## config.mk

```make
export PLATFORM = sky130hd
export DESIGN_NAME = dtone_ctrl
export DESIGN_NICKNAME = d
export VERILOG_FILES = /design/src/rtl/dtd_pkg.sv /design/src/rtl/dtd_level_gate.sv /design/src/rtl/dtd_path.sv /design/src/rtl/dtd_release.sv /design/src/rtl/dtone_ctrl.sv
export SDC_FILE = /design/constraint.sdc
export NUM_CORES = 1
export LEC_CHECK = 0
export BUFFER_PORTS_ARGS = -buffer_cell sky130_fd_sc_hd__buf_2
export CAP_MARGIN = 20
export CORE_ASPECT_RATIO = 0.5
export CORE_MARGIN = 2
export CORE_UTILIZATION = 45
export CTS_CLUSTER_SIZE = 24
export DETAILED_ROUTE_END_ITERATION = 12
export PLACE_DENSITY_LB_ADDON = 0.08
export SLEW_MARGIN = 20
export SYNTH_ARGS = -nofsm -noshare
export SYNTH_HDL_FRONTEND = slang
export SYNTH_SLANG_ARGS = --single-unit
```

## constraint.sdc

```tcl
create_clock -name clk -period 3.1 [get_ports clk]
set_input_delay 0.62 -clock clk [delete_from_list [all_inputs] [get_ports clk]]
set_output_delay 0.62 -clock clk [all_outputs]
set_load 0.01 [all_outputs]
```

## src/rtl/dtd_pkg.sv

```systemverilog
package dtd_pkg;
  typedef enum logic {
    STD_REVERSAL = 1'b0,
    STD_PLAIN    = 1'b1
  } std_mode_e;

  localparam int unsigned NPATH   = 2;
  localparam int unsigned PATH_RX = 0;
  localparam int unsigned PATH_TX = 1;
endpackage

```

## src/rtl/dtd_level_gate.sv

```systemverilog
module dtd_level_gate #(
  parameter int unsigned LVL_W     = 6,
  parameter int unsigned MIN_REV   = 6,
  parameter int unsigned MIN_PLAIN = 0,
  parameter int unsigned LVL_MAX   = 31
) (
  input  dtd_pkg::std_mode_e mode,
  input  logic               present,
  input  logic [LVL_W-1:0]   level,
  output logic               qualified
);
  logic [LVL_W-1:0] lo_bound;

  always_comb begin
    lo_bound  = (mode == dtd_pkg::STD_PLAIN) ? LVL_W'(MIN_PLAIN) : LVL_W'(MIN_REV);
    qualified = present && (level >= lo_bound) && (level <= LVL_W'(LVL_MAX));
  end
endmodule

```

## src/rtl/dtd_path.sv

```systemverilog
module dtd_path #(
  parameter int unsigned DET_REV_MS   = 1000,
  parameter int unsigned DET_PLAIN_MS = 400,
  parameter int unsigned GAP_MIN_MS   = 425,
  parameter int unsigned GAP_MAX_MS   = 475
) (
  input  logic               clk,
  input  logic               rst_n,
  input  logic               tick,
  input  dtd_pkg::std_mode_e mode,
  input  logic               tone_ok,
  input  logic               rev_pulse,
  output logic               hit
);
  localparam int unsigned DUR_MAX = (DET_REV_MS > DET_PLAIN_MS) ? DET_REV_MS : DET_PLAIN_MS;
  localparam int unsigned DUR_W   = $clog2(DUR_MAX + 1);
  localparam int unsigned GAP_W   = $clog2(GAP_MAX_MS + 2);
  localparam logic [DUR_W-1:0] DUR_TOP = '1;
  localparam logic [GAP_W-1:0] GAP_TOP = '1;

  logic [DUR_W-1:0] dur;
  logic [GAP_W-1:0] gap;
  logic             rev_seen;
  logic             rev_fault;
  logic             gap_bad;

  // duration of the current qualified stretch, saturating
  always_ff @(posedge clk or negedge rst_n) begin
    if (!rst_n)                      dur <= '0;
    else if (!tone_ok)               dur <= '0;
    else if (tick && dur != DUR_TOP) dur <= dur + 1'b1;
  end

  assign gap_bad = (gap < GAP_W'(GAP_MIN_MS)) || (gap > GAP_W'(GAP_MAX_MS));

  // reversal memory and spacing check
  always_ff @(posedge clk or negedge rst_n) begin
    if (!rst_n) begin
      gap       <= '0;
      rev_seen  <= 1'b0;
      rev_fault <= 1'b0;
    end else if (!tone_ok) begin
      gap       <= '0;
      rev_seen  <= 1'b0;
      rev_fault <= 1'b0;
    end else if (rev_pulse) begin
      gap      <= '0;
      rev_seen <= 1'b1;
      if (rev_seen && gap_bad) rev_fault <= 1'b1;
    end else if (tick && gap != GAP_TOP) begin
      gap <= gap + 1'b1;
    end
  end

  always_comb begin
    if (mode == dtd_pkg::STD_PLAIN)
      hit = dur >= DUR_W'(DET_PLAIN_MS);
    else
      hit = (dur >= DUR_W'(DET_REV_MS)) && rev_seen && !rev_fault;
  end

  a_r4_drop_clears_hit: assert property (@(posedge clk) disable iff (!rst_n)
    !tone_ok |=> !hit);
  a_r6_no_rev_without_tone: assert property (@(posedge clk) disable iff (!rst_n)
    !tone_ok |=> !rev_seen);
  a_r10_dur_saturates: assert property (@(posedge clk) disable iff (!rst_n)
    (tone_ok && dur == DUR_TOP) |=> (dur == DUR_TOP));
  a_r10_dur_needs_tick: assert property (@(posedge clk) disable iff (!rst_n)
    !tick |=> (dur == $past(dur) || dur == '0));
endmodule

```

## src/rtl/dtd_release.sv

```systemverilog
module dtd_release #(
  parameter int unsigned QUIET_MS = 400
) (
  input  logic clk,
  input  logic rst_n,
  input  logic tick,
  input  logic armed,
  input  logic quiet_all,
  output logic done
);
  localparam int unsigned Q_W = $clog2(QUIET_MS + 1);
  localparam logic [Q_W-1:0] Q_TOP = '1;

  logic [Q_W-1:0] qcnt;

  always_ff @(posedge clk or negedge rst_n) begin
    if (!rst_n)                       qcnt <= '0;
    else if (!armed || !quiet_all)    qcnt <= '0;
    else if (tick && qcnt != Q_TOP)   qcnt <= qcnt + 1'b1;
  end

  assign done = armed && (qcnt >= Q_W'(QUIET_MS));

  a_r8_break_restarts: assert property (@(posedge clk) disable iff (!rst_n)
    !quiet_all |=> (qcnt == '0));
  a_r8_count_only_on_tick: assert property (@(posedge clk) disable iff (!rst_n)
    (!tick && qcnt != '0) |=> (qcnt == $past(qcnt) || qcnt == '0));
endmodule

```

## src/rtl/dtone_ctrl.sv

```systemverilog
module dtone_ctrl #(
  parameter int unsigned LVL_W        = 6,
  parameter int unsigned LVL_MIN_REV  = 6,
  parameter int unsigned LVL_MIN_PLN  = 0,
  parameter int unsigned LVL_MAX      = 31,
  parameter int unsigned DET_REV_MS   = 1000,
  parameter int unsigned DET_PLAIN_MS = 400,
  parameter int unsigned GAP_MIN_MS   = 425,
  parameter int unsigned GAP_MAX_MS   = 475,
  parameter int unsigned QUIET_MS     = 400
) (
  input  logic             clk,
  input  logic             rst_n,
  input  logic             tick_ms,
  input  logic             std_sel,
  input  logic             rx_tone,
  input  logic [LVL_W-1:0] rx_level,
  input  logic             rx_rev,
  input  logic             rx_quiet,
  input  logic             tx_tone,
  input  logic [LVL_W-1:0] tx_level,
  input  logic             tx_rev,
  input  logic             tx_quiet,
  input  logic             status_rd,
  output logic             tone_status,
  output logic             irq_n
);
  import dtd_pkg::*;

  std_mode_e        mode;
  logic [NPATH-1:0] p_tone, p_rev, p_ok, p_hit;
  logic [LVL_W-1:0] p_lvl [NPATH];
  logic             quiet_all;
  logic             rel_done;
  logic             status_q, status_d, change;
  logic             irq_pend;

  assign mode           = std_mode_e'(std_sel);
  assign p_tone         = {tx_tone, rx_tone};
  assign p_rev          = {tx_rev, rx_rev};
  assign p_lvl[PATH_RX] = rx_level;
  assign p_lvl[PATH_TX] = tx_level;
  assign quiet_all      = rx_quiet && tx_quiet;

  for (genvar g = 0; g < NPATH; g++) begin : g_path
    dtd_level_gate #(
      .LVL_W    (LVL_W),
      .MIN_REV  (LVL_MIN_REV),
      .MIN_PLAIN(LVL_MIN_PLN),
      .LVL_MAX  (LVL_MAX)
    ) u_gate (
      .mode     (mode),
      .present  (p_tone[g]),
      .level    (p_lvl[g]),
      .qualified(p_ok[g])
    );

    dtd_path #(
      .DET_REV_MS  (DET_REV_MS),
      .DET_PLAIN_MS(DET_PLAIN_MS),
      .GAP_MIN_MS  (GAP_MIN_MS),
      .GAP_MAX_MS  (GAP_MAX_MS)
    ) u_path (
      .clk      (clk),
      .rst_n    (rst_n),
      .tick     (tick_ms),
      .mode     (mode),
      .tone_ok  (p_ok[g]),
      .rev_pulse(p_rev[g]),
      .hit      (p_hit[g])
    );
  end

  dtd_release #(.QUIET_MS(QUIET_MS)) u_release (
    .clk      (clk),
    .rst_n    (rst_n),
    .tick     (tick_ms),
    .armed    (status_q),
    .quiet_all(quiet_all),
    .done     (rel_done)
  );

  // latched status: set by any path, cleared only by sustained quiet
  always_comb begin
    status_d = status_q;
    if (!status_q && |p_hit)     status_d = 1'b1;
    else if (status_q && rel_done) status_d = 1'b0;
  end
  assign change = status_d != status_q;

  always_ff @(posedge clk or negedge rst_n) begin
    if (!rst_n) begin
      status_q <= 1'b0;
      irq_pend <= 1'b0;
    end else begin
      status_q <= status_d;
      irq_pend <= change || (irq_pend && !status_rd);
    end
  end

  assign tone_status = status_q;
  assign irq_n       = !irq_pend;

  a_r7_rise_needs_hit: assert property (@(posedge clk) disable iff (!rst_n)
    $rose(tone_status) |-> $past(|p_hit));
  a_r8_fall_needs_quiet: assert property (@(posedge clk) disable iff (!rst_n)
    $fell(tone_status) |-> $past(rx_quiet && tx_quiet));
  a_r9_irq_on_change: assert property (@(posedge clk) disable iff (!rst_n)
    (tone_status != $past(tone_status)) |-> !irq_n);
  a_r9_irq_held: assert property (@(posedge clk) disable iff (!rst_n)
    (!irq_n && !status_rd) |=> !irq_n);
endmodule

```

==> results of run 1 <==
==> cell families (layout without fill, tap and decap cells) <==
kind of cell,count (synthesis),in the layout
multiplexers,8,8
AND/OR/NAND/NOR,156,156
buffers and inverters,26,47
XOR/XNOR,25,25
flip-flops,53,53
AO/OA/AOI/OAI,44,44
adder cells (fa/ha/maj),15,15
==> area by class of cell <==
type                       count  area (um2)
fill                         636        3230
multi-input combinational    248        1700
sequential                    53        1330
timing repair buffer          28         150
clock buffer                   8         136
tap                           92         115
inverter                      11        41.3
==> routing by layer <==
metal,wire (um),vias up
met5,0,-
met4,59,0
met3,150,5
met2,3030,15
met1,2990,1183
li1,-,1217
==> state kept, by name, indices dropped and copies added (netlist names) <==
name                     count
g_path.u_path.dur           20
u_release.qcnt               9
tone_status                  1
g_path.u_path.rev_fault      2
irq_pend                     1
g_path.u_path.gap           18
g_path.u_path.rev_seen       2
==> critical path: stages, from the launching register on <==
cell,delay [ps]
dfrtp_1,420
ha_1,260
nand3_1,80
nor2_1,40
ha_1,170
nor2b_1,550
nand3b_1,200
xor2_1,180
nor3_1,120
==> how the worst max path moves through the flow <==
stage / start / to / slack, ps / cells after the start
after floorplan: std_sel / g_path[1].u_path.gap[0] / 1250 / 7
after global placement: tick_ms / g_path[0].u_path.gap[5] / 970 / 5
after detailed placement: tick_ms / g_path[0].u_path.gap[7] / 900 / 5
after CTS: g_path[0].u_path.gap[0] / g_path[0].u_path.gap[7] / 990 / 8
after global routing: g_path[0].u_path.gap[0] / g_path[0].u_path.gap[4] / 770 / 8
final: g_path[0].u_path.gap[0] / g_path[0].u_path.gap[7] / 1010 / 8
==> report_power, final <==
part / internal, W / total (W) / switching, W
clock network: 0.000301 / 0.000542 / 0.000240
logic: 0.0000340 / 0.0000914 / 0.0000573
registers: 0.000697 / 0.000702 / 0.00000502
total: 0.00103 / 0.00133 / 0.000303
==> layout by cell type (no fill, tap or decap), types with 3 or more instances in the layout <==
master,n
clkbuf_1,3
nor3b_1,3
a21oi_1,16
nor4_1,3
nand2_1,24
nand2b_1,3
or3_1,7
nand4_1,12
nor2_1,32
nor2b_1,5
buf_4,4
o211ai_1,4
mux2i_1,8
xnor2_1,6
xor2_1,19
and3_1,3
buf_2,24
inv_1,11
dfrtp_1,53
nor3_1,27
ha_1,15
nand3_1,10
clkbuf_16,5
o21ai_0,8
and4_1,8
==> through the flow <==
step | util [%] | cells | hold WS, ps
floorplan | - | 327 | 324
global placement | 49.7 | 432 | 504
detailed placement | 49.7 | 432 | 530
CTS | 51.8 | 440 | 220
global route | 51.8 | 440 | 234
finish | 51.8 | 440 | 215
==> run metrics, run 1 <==
outcome=completed; Post-CTS Resized=0; multiplexer share of the synthesized area=2.56%; setup TNS=0 ps; cell area after synthesis=3130 um2; Remaining Overflow, GRT=0; Final Slew Violations=0; Antenna Cells=0; routed length per instance=14.2 um; worst-path fanout max=9; sequential area share after synthesis=42.4%; dominant cells by area after synthesis=dfrtp_1 42%, ha_1 6.0%, xor2_1 5.3%, nor3_1 4.3%, nor2_1 3.8%; global routing usage on met1=23.5%; area leader, netlist=dfrtp_1; crit path kind=flop to flop; Via-to-Cell Ratio=5.50; Rows=21; post-CTS setup buffers=0; P&R area growth vs syn=11.0%; most frequent cell after synthesis=dfrtp_1; CP required=3310 ps; DR pass1 iterations=4; synth warn=0; final layout net count=385; post-synthesis register bit count=53; Starting Density=46.6%; ys async rst share=100%; largest net degree at the start of global routing=22; Clock Path Buffers=2; synth cell count leaders=53 x dfrtp_1, 32 x nor2_1, 27 x nor3_1; simple-gate area share of the yosys netlist=28.3%; clock sink count=53; period utilisation layout=67.3%; GR Layer Usage met3=4.38%; core area=6700 um2; first-pass GRT wire length=10.9 mm; Period minus WS final=2090 ps; Post-Syn Instances=327; Reg2Reg Depth=8; Post-DP Area=3330 um2; leakage=1.44 nW; P per Cell Area=385 nW/um2; reg2reg end=g_path[0].u_path.gap[7]; post-synth top area share=42.4%; max-cap viol count=0; GRT busiest layer=met2; antenna-violating nets left=0; XOR/XNOR share of the synthesized area=7.01%; share of cells above drive strength 1=13.8%; H-tree depth=2; clock tree root driver cell=clkbuf_16; clock slew seen by the registers of the worst setup and hold paths=70 ps; ys flop type=dfrtp_1; Worst Max-Slew Pin Slew=694 ps; DRT iter0 DRCs=85; post-synthesis adder-cell area fraction=6.00%; Syn Area/Cell=9.56 um2; Final Skew=4.78 ps; initial antenna violation count=0; I/O pins=25; routing usage on met2=29.9%; die height=62.9 um; peak supply drop=191 uV; largest family of logic cells by synthesized area=simple AND/OR/NAND/NOR gates; DP HPWL=4.54 mm; EDFF count, synth=0; R2R Path Start=g_path[0].u_path.gap[0]; worst endpoint data arrival time=2290 ps; final WL=6.23 mm; port bufs=24; dpl ws=896 ps; CP startpoint kind=flop; Worst Setup End Kind=flop; setup ws final=1010 ps; Yosys cell types=50; final setup fails=0; Mapped Nets=365; Vias=2420; Die Span X=122 um; fmax=0.479 GHz; GPL Wtd Cong=0.851; final hold violation count=0; CTS Buf Count=5; fin area=3470 um2; Worst-Skew Late Latency=290 ps; compound-cell area share of the yosys netlist=10.0%; Die Footprint=7670 um2; relative slew slack=53.7%; RSZ-0062 raised after global routing=false; hold crit path type=input port to async pin; Power Total=0.00133 W; drc violations=0; all-layer global routing usage=17.9%; Worst R2R Setup Slack=1010 ps; CTS tree=done; CTS hold repair buffers=0; vias in the first global route=2319
(Power assumes the default switching activity.)
==> run 2, diff against run 1 <==
--- a/config.mk
+++ b/config.mk
@@ -5,6 +5,7 @@
 export SDC_FILE = /design/constraint.sdc
 export NUM_CORES = 1
 export LEC_CHECK = 0
+export ABC_AREA = 1
 export BUFFER_PORTS_ARGS = -buffer_cell sky130_fd_sc_hd__buf_2
 export CAP_MARGIN = 20
 export CORE_ASPECT_RATIO = 0.5
==> constraint.sdc (replaced) <==
create_clock -name clk -period 1.95 [get_ports clk]
set_input_delay 0.39 -clock clk [delete_from_list [all_inputs] [get_ports clk]]
set_output_delay 0.39 -clock clk [all_outputs]
set_load 0.01 [all_outputs]
==> run metrics, run 2 <==
Remaining Overflow, GRT=0 (unchanged); worst-path fanout max=4 (was 9); Largest Register=g_path.u_path.dur (unchanged); max-cap viol count=0 (unchanged); combinational power share=7.2% (was 6.8%); Antenna Cells=0 (unchanged); first-pass GRT wire length=12.0 mm (was 10.9 mm); Final Slew Violations=0 (unchanged); Rows=21 (unchanged); clock slew seen by the registers of the worst setup and hold paths=70 ps (about the same); crit path kind=flop to flop (unchanged); sequential area share after synthesis=41.6% (was 42.4%); Final Skew=3.56 ps (was 4.78 ps); setup ws final=85.3 ps (was 1010 ps); cell internal pwr=0.00181 W (was 0.00103 W); most frequent cell after synthesis=nand2_1 (was dfrtp_1); worst endpoint data arrival time=2040 ps (was 2290 ps); antenna-violating nets left=0 (unchanged); Vias=2832 (was 2420); vias in the first global route=2723 (was 2319); Sw Share=22.1% (was 22.7%); relative slew slack=72.0% (was 53.7%); DRT iter0 DRCs=251 (was 85); Die Footprint=7810 um2 (was 7670 um2); Worst-Skew Late Latency=300 ps (was 290 ps); post-synthesis register bit count=53 (unchanged); DR pass1 iterations=5 (was 4); Starting Density=47.0% (was 46.6%); H-tree depth=2 (unchanged); GPL Wtd Cong=0.841 (was 0.851); Yosys cell types=27 (was 50); share of cells above drive strength 1=13.7% (was 13.8%); final hold violation count=0 (unchanged); worst setup path start=u_release.qcnt[1] (was g_path[0].u_path.gap[0]); period utilisation layout=95.6% (was 67.3%); ys async rst share=100% (unchanged); reg2reg end=u_release.qcnt[3] (was g_path[0].u_path.gap[7]); Mapped Nets=471 (was 365); I/O pins=25 (unchanged); P&R area growth vs syn=16.5% (was 11.0%); Post-DP Area=3490 um2 (was 3330 um2); peak supply drop=301 uV (was 191 uV); setup TNS=0 ps (unchanged); fmax=0.536 GHz (was 0.479 GHz); all-layer global routing usage=19.3% (was 17.9%); switching pwr=0.000515 W (was 0.000303 W); ys flop type=dfrtp_1 (unchanged); Worst Setup End Kind=flop (unchanged); initial antenna violation count=0 (unchanged); dpl ws=-78.2 ps (was 896 ps); crit path capture=u_release.qcnt[3] (was g_path[0].u_path.gap[7]); Via-to-Cell Ratio=5.00 (was 5.50); Clock Path Buffers=2 (unchanged); die height=63.5 um (was 62.9 um); final WL=6.89 mm (was 6.23 mm); most common library cell in the layout ignoring fill and taps=nand2_1 (was dfrtp_1); CTS tree=done (unchanged); EDFF count, synth=0 (unchanged); largest net degree at the start of global routing=54 (was 22); fill count=666 (was 636); Die Span X=123 um (was 122 um); Period minus WS final=1860 ps (was 2090 ps); leakage=1.75 nW (was 1.44 nW); Worst Max-Slew Pin Slew=416 ps (was 694 ps); routed length per instance=12.2 um (was 14.2 um); port bufs=24 (unchanged); area leader, netlist=dfrtp_1 (unchanged); CP required=2130 ps (was 3310 ps); Clk pwr share=44.9% (was 40.6%); Sequential Power Share=48.0% (was 52.6%); synth cell count leaders=99 x nand2_1, 70 x inv_1, 53 x dfrtp_1, 53 x nor2_1, 36 x nand3_1 (was 53 x dfrtp_1, 32 x nor2_1, 27 x nor3_1); dominant cells by area after synthesis=dfrtp_1 42%, nand2_1 12%, inv_1 8.2%, nor2_1 6.2%, ha_1 5.9% (was dfrtp_1 42%, ha_1 6.0%, xor2_1 5.3%, nor3_1 4.3%, nor2_1 3.8%); final setup fails=0 (unchanged); CP startpoint kind=flop (unchanged); top flop regs=g_path.u_path.dur: 20 flops, g_path.u_path.gap: 18 flops, u_release.qcnt: 9 flops (unchanged); R2R Path Start=u_release.qcnt[1] (was g_path[0].u_path.gap[0]); hold crit path type=input port to async pin (unchanged); post-synth top area share=41.6% (was 42.4%); synth warn=0 (unchanged); Worst R2R Setup Slack=90 ps (was 1010 ps); DP HPWL=5.05 mm (was 4.54 mm); most frequent cells in the layout=97 x nand2_1, 68 x inv_1, 53 x dfrtp_1 (was 53 x dfrtp_1, 32 x nor2_1, 27 x nor3_1); final layout net count=511 (was 385); clock tree root driver cell=clkbuf_16 (unchanged); final core occ=54.8% (was 51.8%); cell area after synthesis=3190 um2 (was 3130 um2); clock sink count=53 (unchanged); P per Cell Area=626 nW/um2 (was 385 nW/um2); Post-Syn Instances=433 (was 327); CTS Buf Count=5 (unchanged); Reg2Reg Depth=11 (was 8); fin area=3710 um2 (was 3470 um2); outcome=completed (unchanged); Syn Area/Cell=7.36 um2 (was 9.56 um2); core area=6780 um2 (was 6700 um2); drc violations=0 (unchanged); Largest register FFs=20 (unchanged)
run 2: cell count changes after synthesis, sizes merged, moves of 7 or more:
cell	change
inv	+61
buf	-7
nand2	+74
xor2	-7
mux2i	-8
o21ai	+16
or3	-7
nand3	+25
and4	-8
nor3	-9
nor2	+24
run 2: metal layers:
metal / up-vias / wire (um) / track usage, %
met5: - / 0 / 0
met4: 0 / 107 / 6.25
met3: 12 / 262 / 4.53
met2: 46 / 3160 / 30.7
met1: 1319 / 3360 / 26.1
li1: 1455 / - / -
run 2: metrics by stage:
stage          std cells  power [W]  hold slack [ps]
2_1_floorplan        433    0.00122             94.4
3_3_place_gp         557    0.00130              409
3_5_place_dp         557    0.00130              406
4_1_cts              565    0.00236             93.3
5_1_grt              566    0.00242              106
6_report             566    0.00232             63.8
run 2: power groups by stage:
stage / Clock (W) / Combinational (W) / Sequential, W
after floorplan: 0 / 0.0000801 / 0.00114
after global placement: 0 / 0.000161 / 0.00114
after detailed placement: 0 / 0.000165 / 0.00114
after global routing: 0.00112 / 0.000192 / 0.00112
after CTS: 0.00107 / 0.000167 / 0.00112
final: 0.00104 / 0.000166 / 0.00112
run 2: final cells by class:
class | count | area [um2] | area share [%]
Tap cell | 92 | 115 | 3.10
Timing Repair Buffer | 36 | 223 | 6.00
Clock buffer | 7 | 143 | 3.84
Inverter | 72 | 270 | 7.28
Clock inverter | 1 | 30.0 | 0.808
Sequential cell | 53 | 1330 | 35.7
Multi-Input combinational cell | 305 | 1610 | 43.3
run 2: kinds of logic (layout without fill, tap and decap cells):
kind of cell	after synthesis	in the layout	synth area share (%)
AOI/OAI and AO/OA	48	48	7.97
xor gates and xnor gates	14	14	3.85
adders and majority gates	15	15	5.89
buffers and inverters	75	116	9.34
DFF	53	53	41.6
and+or+nand+nor	228	228	31.4
run 2: worst min path at each step:
stage          start                      end  slack, ps
2_1_floorplan  rst_n  g_path[0].u_path.dur[0]         90
4_1_cts        rst_n  g_path[0].u_path.dur[3]         90
3_3_place_gp   rst_n  g_path[0].u_path.dur[4]        410
3_5_place_dp   rst_n  g_path[0].u_path.dur[3]        410
5_1_grt        rst_n  g_path[0].u_path.dur[4]        110
6_report       rst_n  g_path[0].u_path.dur[4]         60
run 2: worst max-delay path: stages, from the launching register on:
cell	delay (ps)
dfrtp_1	400
ha_2	220
inv_2	50
nor3_2	170
and3_1	180
ha_2	190
nor2_4	40
inv_2	80
buf_4	120
nor2_2	40
a31oi_1	170
nor3_1	80
run 2: repair_timing:
action,CTS,global route
hold buffers,0,0
gates resized for setup,1,13
pin swaps,0,2
setup buffers,0,1
endpoints found under the setup margin,4,15
==> run 3, diff against run 2 <==
==> constraint.sdc (replaced) <==
create_clock -name clk -period 1.8 [get_ports clk]
set_input_delay 0.36 -clock clk [delete_from_list [all_inputs] [get_ports clk]]
set_output_delay 0.36 -clock clk [all_outputs]
set_load 0.01 [all_outputs]
==> run metrics, run 3 (synthesis results as in run 2) <==
clock sink count=53 (unchanged); worst-path fanout max=5 (was 4); Clk pwr share=40.8% (was 44.9%); Power Total=0.00236 W (was 0.00232 W); fmax=0.568 GHz (was 0.536 GHz); fill count=619 (was 666); switching pwr=0.000546 W (was 0.000515 W); Die Span X=123 um (unchanged); top flop regs=g_path.u_path.dur: 20 flops, g_path.u_path.gap: 18 flops, u_release.qcnt: 9 flops (unchanged); GPL Wtd Cong=0.866 (was 0.841); final layout net count=528 (was 511); RSZ-0062 raised after global routing=true; DR pass1 iterations=4 (was 5); drc violations=0 (unchanged); fin area=3840 um2 (was 3710 um2); Worst Setup End Kind=flop (unchanged); Final Skew=4.77 ps (was 3.56 ps); Remaining Overflow, GRT=0 (unchanged); outcome=completed (unchanged); CP required=2020 ps (was 2130 ps); leakage=1.85 nW (was 1.75 nW); multi-input logic area=1630 um2 (was 1610 um2); Sequential Power Share=51.0% (was 48.0%); crit path kind=flop to flop (unchanged); I/O pins=25 (unchanged); Sequential Area=1330 um2 (unchanged); Antenna Cells=0 (unchanged); initial antenna violation count=0 (unchanged); all-layer global routing usage=19.7% (was 19.3%); clock slew seen by the registers of the worst setup and hold paths=70 ps (about the same); Post-DP Area=3620 um2 (was 3490 um2); Worst-Skew Late Latency=290 ps (was 300 ps); Final Slew Violations=0 (unchanged); Period minus WS final=1760 ps (was 1860 ps); P&R area growth vs syn=20.5% (was 16.5%); CTS Buf Count=5 (unchanged); most common library cell in the layout ignoring fill and taps=nand2_1 (unchanged); most frequent cells in the layout=99 x nand2_1, 67 x inv_1, 53 x dfrtp_1 (was 97 x nand2_1, 68 x inv_1, 53 x dfrtp_1); relative slew slack=70.7% (was 72.0%); Via-to-Cell Ratio=5.03 (was 5.00); share of cells above drive strength 1=16.5% (was 13.7%); max-cap viol count=0 (unchanged); port bufs=24 (unchanged); Vias=2926 (was 2832); first-pass GRT wire length=12.3 mm (was 12.0 mm); final WL=7.08 mm (was 6.89 mm); antenna-violating nets left=0 (unchanged); routed length per instance=12.2 um (about the same); clock tree root driver cell=clkbuf_16 (unchanged); Starting Density=47.0% (unchanged); vias in the first global route=2870 (was 2723); period utilisation layout=97.7% (was 95.6%); cell internal pwr=0.00182 W (was 0.00181 W); final setup fails=0 (unchanged); R2R Path Start=u_release.qcnt[0] (was u_release.qcnt[1]); Largest register FFs=20 (unchanged); DRT iter0 DRCs=181 (was 251); final hold violation count=0 (unchanged); H-tree depth=2 (unchanged); DP HPWL=5.26 mm (was 5.05 mm); CTS tree=done (unchanged); Sw Share=23.1% (was 22.1%); die height=63.5 um (unchanged); peak supply drop=306 uV (was 301 uV); Worst Max-Slew Pin Slew=436 ps (was 416 ps); Largest Register=g_path.u_path.dur (unchanged); P per Cell Area=615 nW/um2 (was 626 nW/um2); CP startpoint kind=flop (unchanged); Die Footprint=7810 um2 (unchanged); Rows=21 (unchanged); hold crit path type=input port to async pin (unchanged); largest net degree at the start of global routing=54 (unchanged); worst setup path start=u_release.qcnt[0] (was u_release.qcnt[1]); combinational power share=8.2% (was 7.2%); worst endpoint data arrival time=1980 ps (was 2040 ps); Clock Path Buffers=2 (unchanged); core area=6780 um2 (unchanged)
[run 3: layout make-up]
class                   instances  share of cell area (%)
multi-input cells             305                    42.3
flip-flops and latches         53                    34.5
repair buffers                 53                    9.22
clock buffers                   7                    3.71
inverters                      72                    7.26
well taps                      92                    3.00
[run 3: worst paths after layout]
kind	to	slack, ps	depth (start not counted)
min in group clk	irq_pend	340	4
setup reg to reg	u_release.qcnt[6]	40	11
setup / recovery	u_release.qcnt[6]	40	11
max in group asynchronous	tone_status	1490	2
hold reg to reg	g_path[1].u_path.rev_fault	520	2
hold / removal	g_path[0].u_path.gap[6]	50	2
[run 3: what timing repair did]
action / CTS / global route
hold buffers: 0 / 0
endpoints found under the setup margin: 9 / 24
buffers inserted: 0 / 1
endpoints found under the hold margin: 0 / 0
pin swaps: 0 / 6
gates resized for setup: 2 / 17
cloned: 0 / 0
[run 3: power groups by stage]
stage                     Combinational [W]  Clock, W  Sequential [W]
after floorplan                   0.0000873         0         0.00123
after global placement             0.000183         0         0.00123
after detailed placement           0.000187         0         0.00123
after CTS                          0.000189  0.000995         0.00121
after global routing               0.000221   0.00104         0.00121
final                              0.000194  0.000965         0.00121
[run 3: per-stage QoR]
stage / setup TNS, ps / setup WS, ps / utilization (%) / std cells / hold WS (ps)
after floorplan: 0 / 4.56 / - / 433 / 64.4
after global placement: -18.9 / -18.2 / 53.5 / 574 / 380
after detailed placement: -281 / -67.2 / 53.5 / 574 / 378
after CTS: -143 / -65.2 / 55.7 / 581 / 66.5
after global routing: -154 / -69.0 / 56.7 / 582 / 75.8
final: 0 / 40.7 / 56.7 / 582 / 47.4
[run 3: critical path, cell delays in order, from the launching register on]
cell     delay, ps
dfrtp_1        350
ha_2           190
inv_2           50
nor3_2         190
and3_1         180
ha_2           190
nor2_4          50
inv_4           90
nand2_1        100
nand2_1        100
o21ai_0         80
a21oi_1        120
[run 3: layer usage]
| layer | wire length [um] | vias to the layer above | GRT usage [%] |
|---|---|---|---|
| met5 | 0 | - | 0 |
| met4 | 76 | 0 | 5.40 |
| met3 | 240 | 10 | 4.53 |
| met2 | 3360 | 38 | 33.8 |
| met1 | 3410 | 1386 | 25.1 |
| li1 | - | 1492 | - |
